[src/rtl/scram_pkg.sv]
package scram_pkg;
   localparam int unsigned REG_W = 18;
   // feedback masks, stage k at bit k
   localparam logic [REG_W-1:0] PRI_FB_MASK  = 18'h00081;   // stages 0,7
   localparam logic [REG_W-1:0] CMP_FB_MASK  = 18'h004A1;   // stages 0,5,7,10
   // Q branch selection masks
   localparam logic [REG_W-1:0] PRI_Q_MASK   = 18'h08050;   // stages 4,6,15
   localparam logic [REG_W-1:0] CMP_Q_MASK   = 18'h0FF60;   // stages 5,6,8..15
   localparam logic [REG_W-1:0] PRI_BASE     = 18'h00001;
   localparam logic [REG_W-1:0] CMP_BASE     = 18'h3FFFF;
endpackage

[src/rtl/scram_lfsr.sv]
module scram_lfsr #(
   parameter int unsigned W = 18,
   parameter logic [W-1:0] FB_MASK = '1,
   parameter logic [W-1:0] RST_VAL = '1
) (
   input  logic         clk,
   input  logic         rst_n,
   input  logic         load,
   input  logic [W-1:0] load_val,
   input  logic         step,
   output logic [W-1:0] q,
   output logic [W-1:0] q_adv
);
   if (W < 2) begin : g_bad_w
      $error("scram_lfsr: W must be at least 2");
   end
   if (FB_MASK[0] == 1'b0) begin : g_bad_mask
      $error("scram_lfsr: feedback mask must include stage 0");
   end
   if (RST_VAL == '0) begin : g_bad_rst
      $error("scram_lfsr: reset value must be nonzero");
   end

   logic fb;
   assign fb = ^(q & FB_MASK);

   for (genvar g = 0; g < W - 1; g++) begin : g_shift
      assign q_adv[g] = q[g+1];
   end
   assign q_adv[W-1] = fb;

   always_ff @(posedge clk or negedge rst_n) begin
      if (!rst_n)    q <= RST_VAL;
      else if (load) q <= load_val;
      else if (step) q <= q_adv;
   end


   nonzero_chk: assert property (@(posedge clk) disable iff (!rst_n)
      q != '0);
endmodule

[src/rtl/scram_ctrl.sv]
module scram_ctrl #(
   parameter int unsigned CODE_W    = 9,
   parameter int unsigned FRAME_LEN = 38400
) (
   input  logic              clk,
   input  logic              rst_n,
   input  logic              chip_en,
   input  logic              restart,
   input  logic [CODE_W-1:0] code_num,
   output logic              busy,
   output logic              fire,
   output logic              wrap,
   output logic              cap_seed,
   output logic              first_chip
);
   localparam int unsigned CNT_W = $clog2(FRAME_LEN);
   localparam logic [CNT_W-1:0] LAST = CNT_W'(FRAME_LEN - 1);

   if (FRAME_LEN < 2) begin : g_bad_len
      $error("scram_ctrl: FRAME_LEN must be at least 2");
   end
   if (CODE_W < 1) begin : g_bad_code
      $error("scram_ctrl: CODE_W must be at least 1");
   end

   logic [CODE_W-1:0] adv_q;
   logic [CNT_W-1:0]  cnt_q;

   assign busy       = (adv_q != '0);
   assign fire       = chip_en & ~busy & ~restart;
   assign wrap       = fire & (cnt_q == LAST);
   assign cap_seed   = busy & ~restart & (adv_q == CODE_W'(1));
   assign first_chip = (cnt_q == '0);

   always_ff @(posedge clk or negedge rst_n) begin
      if (!rst_n) begin
         adv_q <= '0;
         cnt_q <= '0;
      end else if (restart) begin
         adv_q <= code_num;
         cnt_q <= '0;
      end else begin
         if (busy) adv_q <= adv_q - CODE_W'(1);
         if (fire) cnt_q <= wrap ? '0 : cnt_q + CNT_W'(1);
      end
   end


   walk_dec_chk: assert property (@(posedge clk) disable iff (!rst_n)
      busy && !restart |=> adv_q == $past(adv_q) - CODE_W'(1));

   idle_hold_chk: assert property (@(posedge clk) disable iff (!rst_n)
      !restart && !busy && !chip_en |=> $stable(cnt_q));

   wrap_zero_chk: assert property (@(posedge clk) disable iff (!rst_n)
      wrap |=> cnt_q == '0 && !busy);
endmodule

[src/rtl/dl_scram_gen.sv]
module dl_scram_gen
   import scram_pkg::*;
#(
   parameter int unsigned CODE_W    = 9,
   parameter int unsigned FRAME_LEN = 38400
) (
   input  logic              clk,
   input  logic              rst_n,
   input  logic              chip_en,
   input  logic              restart,
   input  logic [CODE_W-1:0] code_num,
   output logic              chip_i,
   output logic              chip_q,
   output logic              frame_start,
   output logic              busy
);
   logic fire, wrap, cap_seed, first_chip;
   logic [REG_W-1:0] x_q, x_adv, y_q, y_adv, seed_q, x_load_val;
   logic x_load, y_load, x_step;

   scram_ctrl #(.CODE_W(CODE_W), .FRAME_LEN(FRAME_LEN)) u_ctrl (
      .clk(clk), .rst_n(rst_n), .chip_en(chip_en), .restart(restart),
      .code_num(code_num), .busy(busy), .fire(fire), .wrap(wrap),
      .cap_seed(cap_seed), .first_chip(first_chip)
   );

   assign x_load     = restart | wrap;
   assign x_load_val = restart ? PRI_BASE : seed_q;
   assign x_step     = busy | fire;
   assign y_load     = restart | wrap;

   scram_lfsr #(.W(REG_W), .FB_MASK(PRI_FB_MASK), .RST_VAL(PRI_BASE)) u_pri (
      .clk(clk), .rst_n(rst_n), .load(x_load), .load_val(x_load_val),
      .step(x_step), .q(x_q), .q_adv(x_adv)
   );

   scram_lfsr #(.W(REG_W), .FB_MASK(CMP_FB_MASK), .RST_VAL(CMP_BASE)) u_cmp (
      .clk(clk), .rst_n(rst_n), .load(y_load), .load_val(CMP_BASE),
      .step(fire), .q(y_q), .q_adv(y_adv)
   );

   // chip-0 state of the selected code, kept for frame wrap
   always_ff @(posedge clk or negedge rst_n) begin
      if (!rst_n)                             seed_q <= PRI_BASE;
      else if (restart && code_num == '0)     seed_q <= PRI_BASE;
      else if (cap_seed)                      seed_q <= x_adv;
   end

   assign chip_i      = ~busy & (x_q[0] ^ y_q[0]);
   assign chip_q      = ~busy & ((^(x_q & PRI_Q_MASK)) ^ (^(y_q & CMP_Q_MASK)));
   assign frame_start = fire & first_chip;


   quiet_walk_chk: assert property (@(posedge clk) disable iff (!rst_n)
      busy |-> !chip_i && !chip_q && !frame_start);

   cmp_freeze_chk: assert property (@(posedge clk) disable iff (!rst_n)
      busy && !restart |=> $stable(y_q));

   restart_load_chk: assert property (@(posedge clk) disable iff (!rst_n)
      restart |=> y_q == CMP_BASE && (busy || x_q == PRI_BASE));
endmodule

[config.mk]
export PLATFORM = sky130hd
export DESIGN_NAME = dl_scram_gen
export DESIGN_NICKNAME = d
export VERILOG_FILES = /design/src/rtl/scram_pkg.sv /design/src/rtl/scram_lfsr.sv /design/src/rtl/scram_ctrl.sv /design/src/rtl/dl_scram_gen.sv
export SDC_FILE = /design/constraint.sdc
export NUM_CORES = 1
export LEC_CHECK = 0
export ABC_AREA = 1
export BUFFER_PORTS_ARGS = -buffer_cell sky130_fd_sc_hd__buf_2
export CORE_ASPECT_RATIO = 2
export CORE_MARGIN = 4
export CORE_UTILIZATION = 64
export CTS_BUF_LIST = sky130_fd_sc_hd__clkbuf_8
export DETAILED_ROUTE_END_ITERATION = 12
export PLACE_DENSITY_LB_ADDON = 0.05
export SYNTH_ARGS = -nofsm -noshare
export SYNTH_HDL_FRONTEND = slang
export SYNTH_HIERARCHICAL = 1
export SYNTH_SLANG_ARGS = --single-unit
[constraint.sdc]
create_clock -name clk -period 2.25 [get_ports clk]
set_input_delay 0.225 -clock clk [delete_from_list [all_inputs] [get_ports clk]]
set_output_delay 0.225 -clock clk [all_outputs]
set_load 0.05 [all_outputs]
Word-level counts from Yosys, hierarchy flattened
Index checks and enable logic that the tools add are counted.
{ "classes": {"add_sub_neg": 2, "n_reduce_logical": 13, "bitwise_logic": 14, "eq_ne": 2, "n_mux": 12} }
{ "ops": {"columns": ["cell", "count"], "rows": [
  ["$mux 18", 7],
  ["$reduce_xor 18->1", 4],
  ["$mux 16", 3],
  ["$mux 9", 2],
  ["$add 16x1->16 const B", 1],
  ["$eq 16x16->1 const B", 1],
  ["$logic_not 16->1", 1],
  ["$reduce_bool 2->1", 5],
  ["$eq 9x1->1 const B", 1],
  ["$logic_not 9->1", 1],
  ["$reduce_bool 9->1", 1],
  ["$sub 9x1->9 const B", 1],
  ["$and 1x1->1", 8],
  ["$not 1->1", 2],
  ["$or 1x1->1", 2],
  ["$xor 1x1->1", 2],
  ["$logic_and 1x1->1", 1]
]} }
{ "word_totals": {"register_bits": 79} }

Logic depth before layout (Yosys ltp)
Gate-level depths: netlist (run 1).
{ "logic_depth": {"depth_word": 8, "ltp_mapped": 15} }

Cells and area by module
Netlist (run 1), hierarchy kept.
{ "by_module_without_submodules": {"columns": ["mod", "n_inst", "area_per_inst_um2", "cells_per_inst"], "rows": [
  ["scram_ctrl", 1, 1757.9, 244],
  ["dl_scram_gen", 1, 1202.4, 197],
  ["scram_lfsr at u_cmp", 1, 1021.0, 113],
  ["scram_lfsr at u_pri", 1, 989.7, 121]
]} }

Worst setup path after synthesis (run 1)
No wires, ideal clock.
{ "synth_path": {"kind": "reg-to-output", "start": "register u_ctrl.adv_q[0]", "end": "output port chip_i", "t_required_ps": 2025, "n_path_buf": 0, "t_arrival_ps": 2041, "path_slack_ps": -16, "path_stages_with_launch": 7, "cell_sequence": "dfrtp_1 inv_1 ha_1 nand2_1 nor2_1 nand2_1 nor2_1"} }
{ "synth_between": {"elab_chain_len": 3} }
{ "synth_rtl": {"columns": ["element", "line_no", "text"], "rows": [
  ["start: declaration", "scram_ctrl.sv:26", "logic [CODE_W-1:0] adv_q;"],
  ["start signal: assignment", "scram_ctrl.sv:40", "adv_q <= code_num;"],
  ["start signal: assignment", "scram_ctrl.sv:43", "if (busy) adv_q <= adv_q - CODE_W'(1);"],
  ["$reduce_bool 9->1", "scram_ctrl.sv:29", "assign busy = (adv_q != '0);"],
  ["net busy", "dl_scram_gen.sv:15", "output logic busy"],
  ["$not 1->1", "dl_scram_gen.sv:49", "assign chip_i = ~busy & (x_q[0] ^ y_q[0]);"],
  ["$and 1x1->1", "dl_scram_gen.sv:49", null],
  ["end: declaration", "dl_scram_gen.sv:12", "output logic chip_i,"]
]} }
The timed path passes the listed nets, and every way through them passes these cells.

Worst setup path in the final report (run 1)
{ "layout_path": {"start": "register u_ctrl.adv_q[1]", "end": "output port chip_i"} }
{ "layout_between": {"elab_chain_len": 3} }
{ "layout_rtl": {"columns": ["element", "line_no"], "rows": [
  ["$reduce_bool 9->1", "scram_ctrl.sv:29"],
  ["$not 1->1", "dl_scram_gen.sv:49"],
  ["$and 1x1->1", "dl_scram_gen.sv:49"]
]} }
Every way passes these cells.

==> out/metrics.cfg, run 1 <==
[worst_setup_path]
crit_arrival_ps=1880
rr_worst_depth=13
path_cells=inv_1, ha_1, nand2_1, nor2_1, nand2_2, buf_4, nor2_1, clkbuf_4
critPathSlowestCell=dfrtp_1
max_stage_delay_ps=380
cp_top_family=buffers and inverters
critical_path.most_common_cell=nor2_1
regToRegSetupSlack_ps=210
reg2reg_from=u_ctrl/cnt_q[1]$_DFFE_PN0P_
criticalPathCategory=reg2out
worst_setup_path_end_kind=output pin
worstSetupStartpointType=register
cp-endpoint=chip_i
crit_path_max_fanout=4
cp-startpoint=u_ctrl/adv_q[1]$_DFFE_PN0P_
cp.required_ps=2030
rr_endpoint=u_pri/q[17]$_DFFE_PN0P_
critical_path_depth=8
cp_num_buf_inv=3

[drt]
drt_first_pass_iters=4
drc=0
avgViaCountPerCell=5.173
drt_iter0_markers=240
drt.antenna.violating_nets=0
totalWireLength_um=9717
routed-via-count=4014
wl_per_cell_um=12.52

[floorplanning]
die_w_um=69.47
row_count=44
die_y_um=130.9
start_util=0.6605
die_area_um2=9095
fp.coreArea_um2=7322
ios=17

[layout]
diodes=0
areaGrowthSynthToFinish_pct=6.986
drive_above_1_share=0.1725
fin_nets=697
fillers=627

[synth]
ys.warnings.count=6
syn_avg_cell_area_um2=7.361
synth_area_um2=4836
synthCells=657

[placement]
portBuffers=16
place.gp.congestion=0.9299
dp_hpwl_um=7003

[global_routing]
grt_pass1_wl_um=17430
grt_antenna_before_repair=0
grt_max_degree=42
first_global_vias=4076
grt_overflow_total=0
grt_use_total=0.2351

[timing]
hold_violations=0
setup_violations=0
period_needed_ps=2103
max_freq_mhz=475.6
maxSlewHeadroom=0.6440
rsz0062_at_grt=no
tightest_slew_ps=534.0
finalSetupTns_ps=0
clock_skew_ps=11.64
period_share=0.9345
finalMaxSlewViolations=0

[clocking]
clk_pin_slew_ps=80
clk_latency_ps=360
root_buffer=clkbuf_8
cts_tree=yes
ctsHtreeMaxLevel=3
cts_buffers=9
cts_sinks=79
clock_path_buffers=2

[pwr]
power.total_mw=3.144
clkPwrFrac=0.302
internal_power_mw=2.196
peakVddDrop_uv=343.8
p_switching_mw=0.9480
sw_frac_of_total=0.3015
p_leak_nw=2.581
power_frac_comb=0.164
seqPwrFrac=0.534
power_density_nw_per_um2=607.8

[min_path]
hold_path.class=in2reg
holdPathStages=3
hp-start=code_num[7]

[job]
max-cap-violations=0

[status]
outcome=finished clean

[worst min-delay path by stage]
stage                                  end  slack, ps
2_1_floorplan       seed_q[10]$_DFFE_PN0P_        -70
3_3_place_gp         seed_q[4]$_DFFE_PN0P_        240
3_5_place_dp        u_pri/q[4]$_DFFE_PN0P_        240
4_1_cts        u_ctrl/adv_q[6]$_DFFE_PN0P_         60
5_1_grt        u_ctrl/adv_q[6]$_DFFE_PN0P_        100
6_report       u_ctrl/adv_q[7]$_DFFE_PN0P_         80
[cells in the final DEF, fill, tap and decap left out, types with 11 or more instances in the layout]
| cell type | instances |
|---|---|
| o21ai_0 | 11 |
| inv_1 | 74 |
| nand2_1 | 212 |
| a21oi_1 | 19 |
| conb_1 | 18 |
| buf_2 | 12 |
| dfrtp_1 | 59 |
| nand3_1 | 34 |
| dfstp_2 | 20 |
| nor2_1 | 89 |
[sequential cells by signal, summed over array words and instances (netlist names)]
| register | cells |
|---|---|
| seed_q | 18 |
| u_cmp/q | 18 |
| u_ctrl/adv_q | 9 |
| u_ctrl/cnt_q | 16 |
| u_pri/q | 18 |
[cell type report]
class | instances | area [µm²] | share of cell area
Clock buffer | 10 | 137.6 | 0.02660
Timing Repair Buffer | 29 | 231.5 | 0.04474
Clock inverter | 6 | 38.79 | 0.007497
Multi-Input combinational cell | 478 | 2332 | 0.4508
Tap cell | 92 | 115.1 | 0.02225
Sequential cell | 79 | 2002 | 0.3869
Inverter | 82 | 316.6 | 0.06119
[stage by stage]
step / std cells / hold WS (ps) / cell area, µm² / utilization / setup slack, ps
detailed placement: 758 / 242.1 / 4943 / 0.6752 / 61.62
global placement: 758 / 242.6 / 4943 / 0.6752 / 124.4
finish: 776 / 78.71 / 5174 / 0.7066 / 147.5
floorplan: 674 / -70.59 / 4902 / - / 154.6
global route: 776 / 97.59 / 5174 / 0.7066 / 8.005
CTS: 775 / 64.40 / 5130 / 0.7006 / 43.64
[power by group through the flow]
stage / logic [mW] / clock network, mW / registers, mW
after floorplan: 0.444 / 0 / 1.67
after global placement: 0.496 / 0 / 1.70
after detailed placement: 0.517 / 0 / 1.70
after CTS: 0.520 / 0.977 / 1.68
after global routing: 0.610 / 1.02 / 1.69
final: 0.517 / 0.949 / 1.68
[worst register-to-register path, stage by stage, from the launching register on]
cell     delay (ps)
dfrtp_1         420
ha_1            230
nand2_2         120
nor2_4           50
nand2_1         120
inv_2            50
nand3_2          90
nor2_1           50
or2_4           290
buf_4           220
nand2_1          90
inv_1            40
a21oi_1         100
nand2_1          60
[routing by layer]
metal / up-vias / track usage / wire length [µm]
li1: 2040 / - / -
met1: 1885 / 0.2616 / 3904
met2: 72 / 0.4369 / 5322
met3: 17 / 0.03675 / 282
met4: 0 / 0.1082 / 207
met5: - / 0 / 0
[what timing repair did]
action,4_1_cts,5_1_grt
hold buffers,1,0
gates resized for setup,0,9
hold endpoints to repair,38,0
setup endpoints to repair,0,35
buffers inserted,0,1
Note: power is estimated with default switching activity, not from simulation.
==> run 2: changes to the inputs <==
==> constraint.sdc (replaced) <==
create_clock -name clk -period 2.4 [get_ports clk]
set_input_delay 0.48 -clock clk [delete_from_list [all_inputs] [get_ports clk]]
set_output_delay 0.48 -clock clk [all_outputs]
set_load 0.05 [all_outputs]
==> out/metrics.cfg, run 2 (synthesis results as in run 1) <==
[global_routing]
grt_overflow_total=0
top_usage_layer=met2
grt_pass1_wl_um=17350
first_global_vias=4028
grt_use_total=0.2370
grt_max_degree=44
met1_usage=0.2479
grt_antenna_before_repair=0
grt_use_met3=0.03216
use_met2=0.4578

[layout]
diodes=0
final_cell_mix=nand2_1, nor2_1, inv_1
fin_nets=699
final_common_cell=nand2_1
fin_cells=778
fillers=599
top_regs=seed_q x18, u_cmp/q x18, u_pri/q x18
final_util=0.7131
drive_above_1_share=0.1808
areaGrowthSynthToFinish_pct=7.969
fin_area_um2=5221

[timing]
max_freq_mhz=431.8
setup_violations=0
period_needed_ps=2316
finalMaxSlewViolations=0
hold_violations=0
rsz0062_at_grt=yes
period_share=0.9649
maxSlewHeadroom=0.6640
tightest_slew_ps=504.0
finalSetupTns_ps=0
clock_skew_ps=11.21

[status]
outcome=finished clean

[drt]
avgViaCountPerCell=5.288
routed-via-count=4114
drt_iter0_markers=245
drt.antenna.violating_nets=0
wl_per_cell_um=12.96
totalWireLength_um=10080
drt_first_pass_iters=5
drc=0

[clocking]
cts_tree=yes
root_buffer=clkbuf_8
ctsHtreeMaxLevel=3
cts_buffers=9
cts_sinks=79
clock_path_buffers=2
clk_latency_ps=360
clk_pin_slew_ps=80

[worst_setup_path]
worstSetupStartpointType=register
worst_setup_path_end_kind=output pin
path_cells=inv_2, ha_1, inv_1, nor2_1, nand2_2, nor2_4, nand3_4, inv_6, nand2_1, inv_1, buf_6
critical_path.most_common_cell=inv_1
reg2reg_from=u_ctrl/adv_q[1]$_DFFE_PN0P_
cp_num_buf_inv=5
critPathSlowestCell=dfrtp_1
cp-startpoint=u_ctrl/adv_q[1]$_DFFE_PN0P_
crit_arrival_ps=1840
crit_path_max_fanout=4
max_stage_delay_ps=390
cp.required_ps=1920
criticalPathCategory=reg2out
cp_top_family=simple AND/OR/NAND/NOR gates

[floorplanning]
ios=17
fp.coreArea_um2=7322
start_util=0.6605
die_y_um=130.9
die_area_um2=9095
row_count=44
die_w_um=69.47

[placement]
place_inst=754
dp_hpwl_um=7213
portBuffers=16
placed_area_um2=4913
place.gp.congestion=0.9733

[pwr]
power_density_nw_per_um2=583.8
p_leak_nw=2.609
peakVddDrop_uv=399.4

[job]
max-cap-violations=0

[min_path]
hold_path.class=in2async

## run 2: cell count changes in the layout (fill, tap and decap cells not counted), sizes merged
cell | previous run | this run
buf | 26 | 31
dlygate4sd3 | 1 | 0
clkbuf | 12 | 10
clkinv | 3 | 4
bufinv | 0 | 1
clkinvlp | 3 | 1
## run 2: final cells by class
| cell class | count | area [µm²] | share of cell area |
|---|---|---|---|
| Clock buffer | 10 | 137.6 | 0.02636 |
| Timing Repair Buffer | 31 | 236.5 | 0.04529 |
| Tap cell | 92 | 115.1 | 0.02205 |
| Multi-Input combinational cell | 478 | 2356 | 0.4512 |
| Sequential cell | 79 | 2002 | 0.3834 |
| Inverter | 82 | 319.1 | 0.06111 |
| Clock inverter | 6 | 55.05 | 0.01054 |
## run 2: worst reg2reg max path: stages (launching register included)
cell and delay (ps):
dfrtp_1 390, inv_2 80, ha_1 170, inv_1 40
nor2_1 100, nand2_2 80, nor2_4 150, nand3_4 120
buf_4 160, nor2_1 90, or2_4 210, nor2_4 50
buf_4 190, a22oi_1 160, o21ai_0 110
## run 2: through the flow
step	setup WS [ps]	hold slack, ps	total power [mW]
3_5_place_dp	178.3	460.4	2.081
2_1_floorplan	61.95	184.4	1.984
4_1_cts	9.498	91.31	3.059
5_1_grt	-59.58	104.1	3.235
6_report	84.14	78.51	3.048
3_3_place_gp	232.6	453.1	2.055
## run 2: metal layers
metal	routed length, µm	vias up
met5	0	-
met4	338	0
met3	295	30
met2	5499	80
met1	3950	1956
li1	-	2048
## run 2: worst paths after layout
kind,cells after the start,slack [ps],to
hold / removal,1,80,u_pri/q[6]$_DFFE_PN0P_
max in group asynchronous,2,1650,u_cmp/q[9]$_DFFE_PN1P_
hold reg to reg,2,470,u_cmp/q[1]$_DFFE_PN1P_
setup / recovery,11,80,frame_start
setup reg to reg,14,220,u_cmp/q[13]$_DFFE_PN1P_
min in group clk,3,340,u_ctrl/adv_q[6]$_DFFE_PN0P_
## run 2: power breakdown
part | switching (mW) | leakage, nW | total [mW] | internal [mW]
sequential | 0.0963 | 0.963 | 1.57 | 1.48
clock | 0.475 | 0.105 | 0.973 | 0.498
combinational | 0.308 | 1.54 | 0.503 | 0.195
## run 2: what timing repair did
action | in CTS | in global routing
hold buffers | 0 | 0
buffers inserted | 0 | 8
pin swaps | 0 | 3
gates resized for setup | 7 | 8
endpoints found under the setup margin | 2 | 3
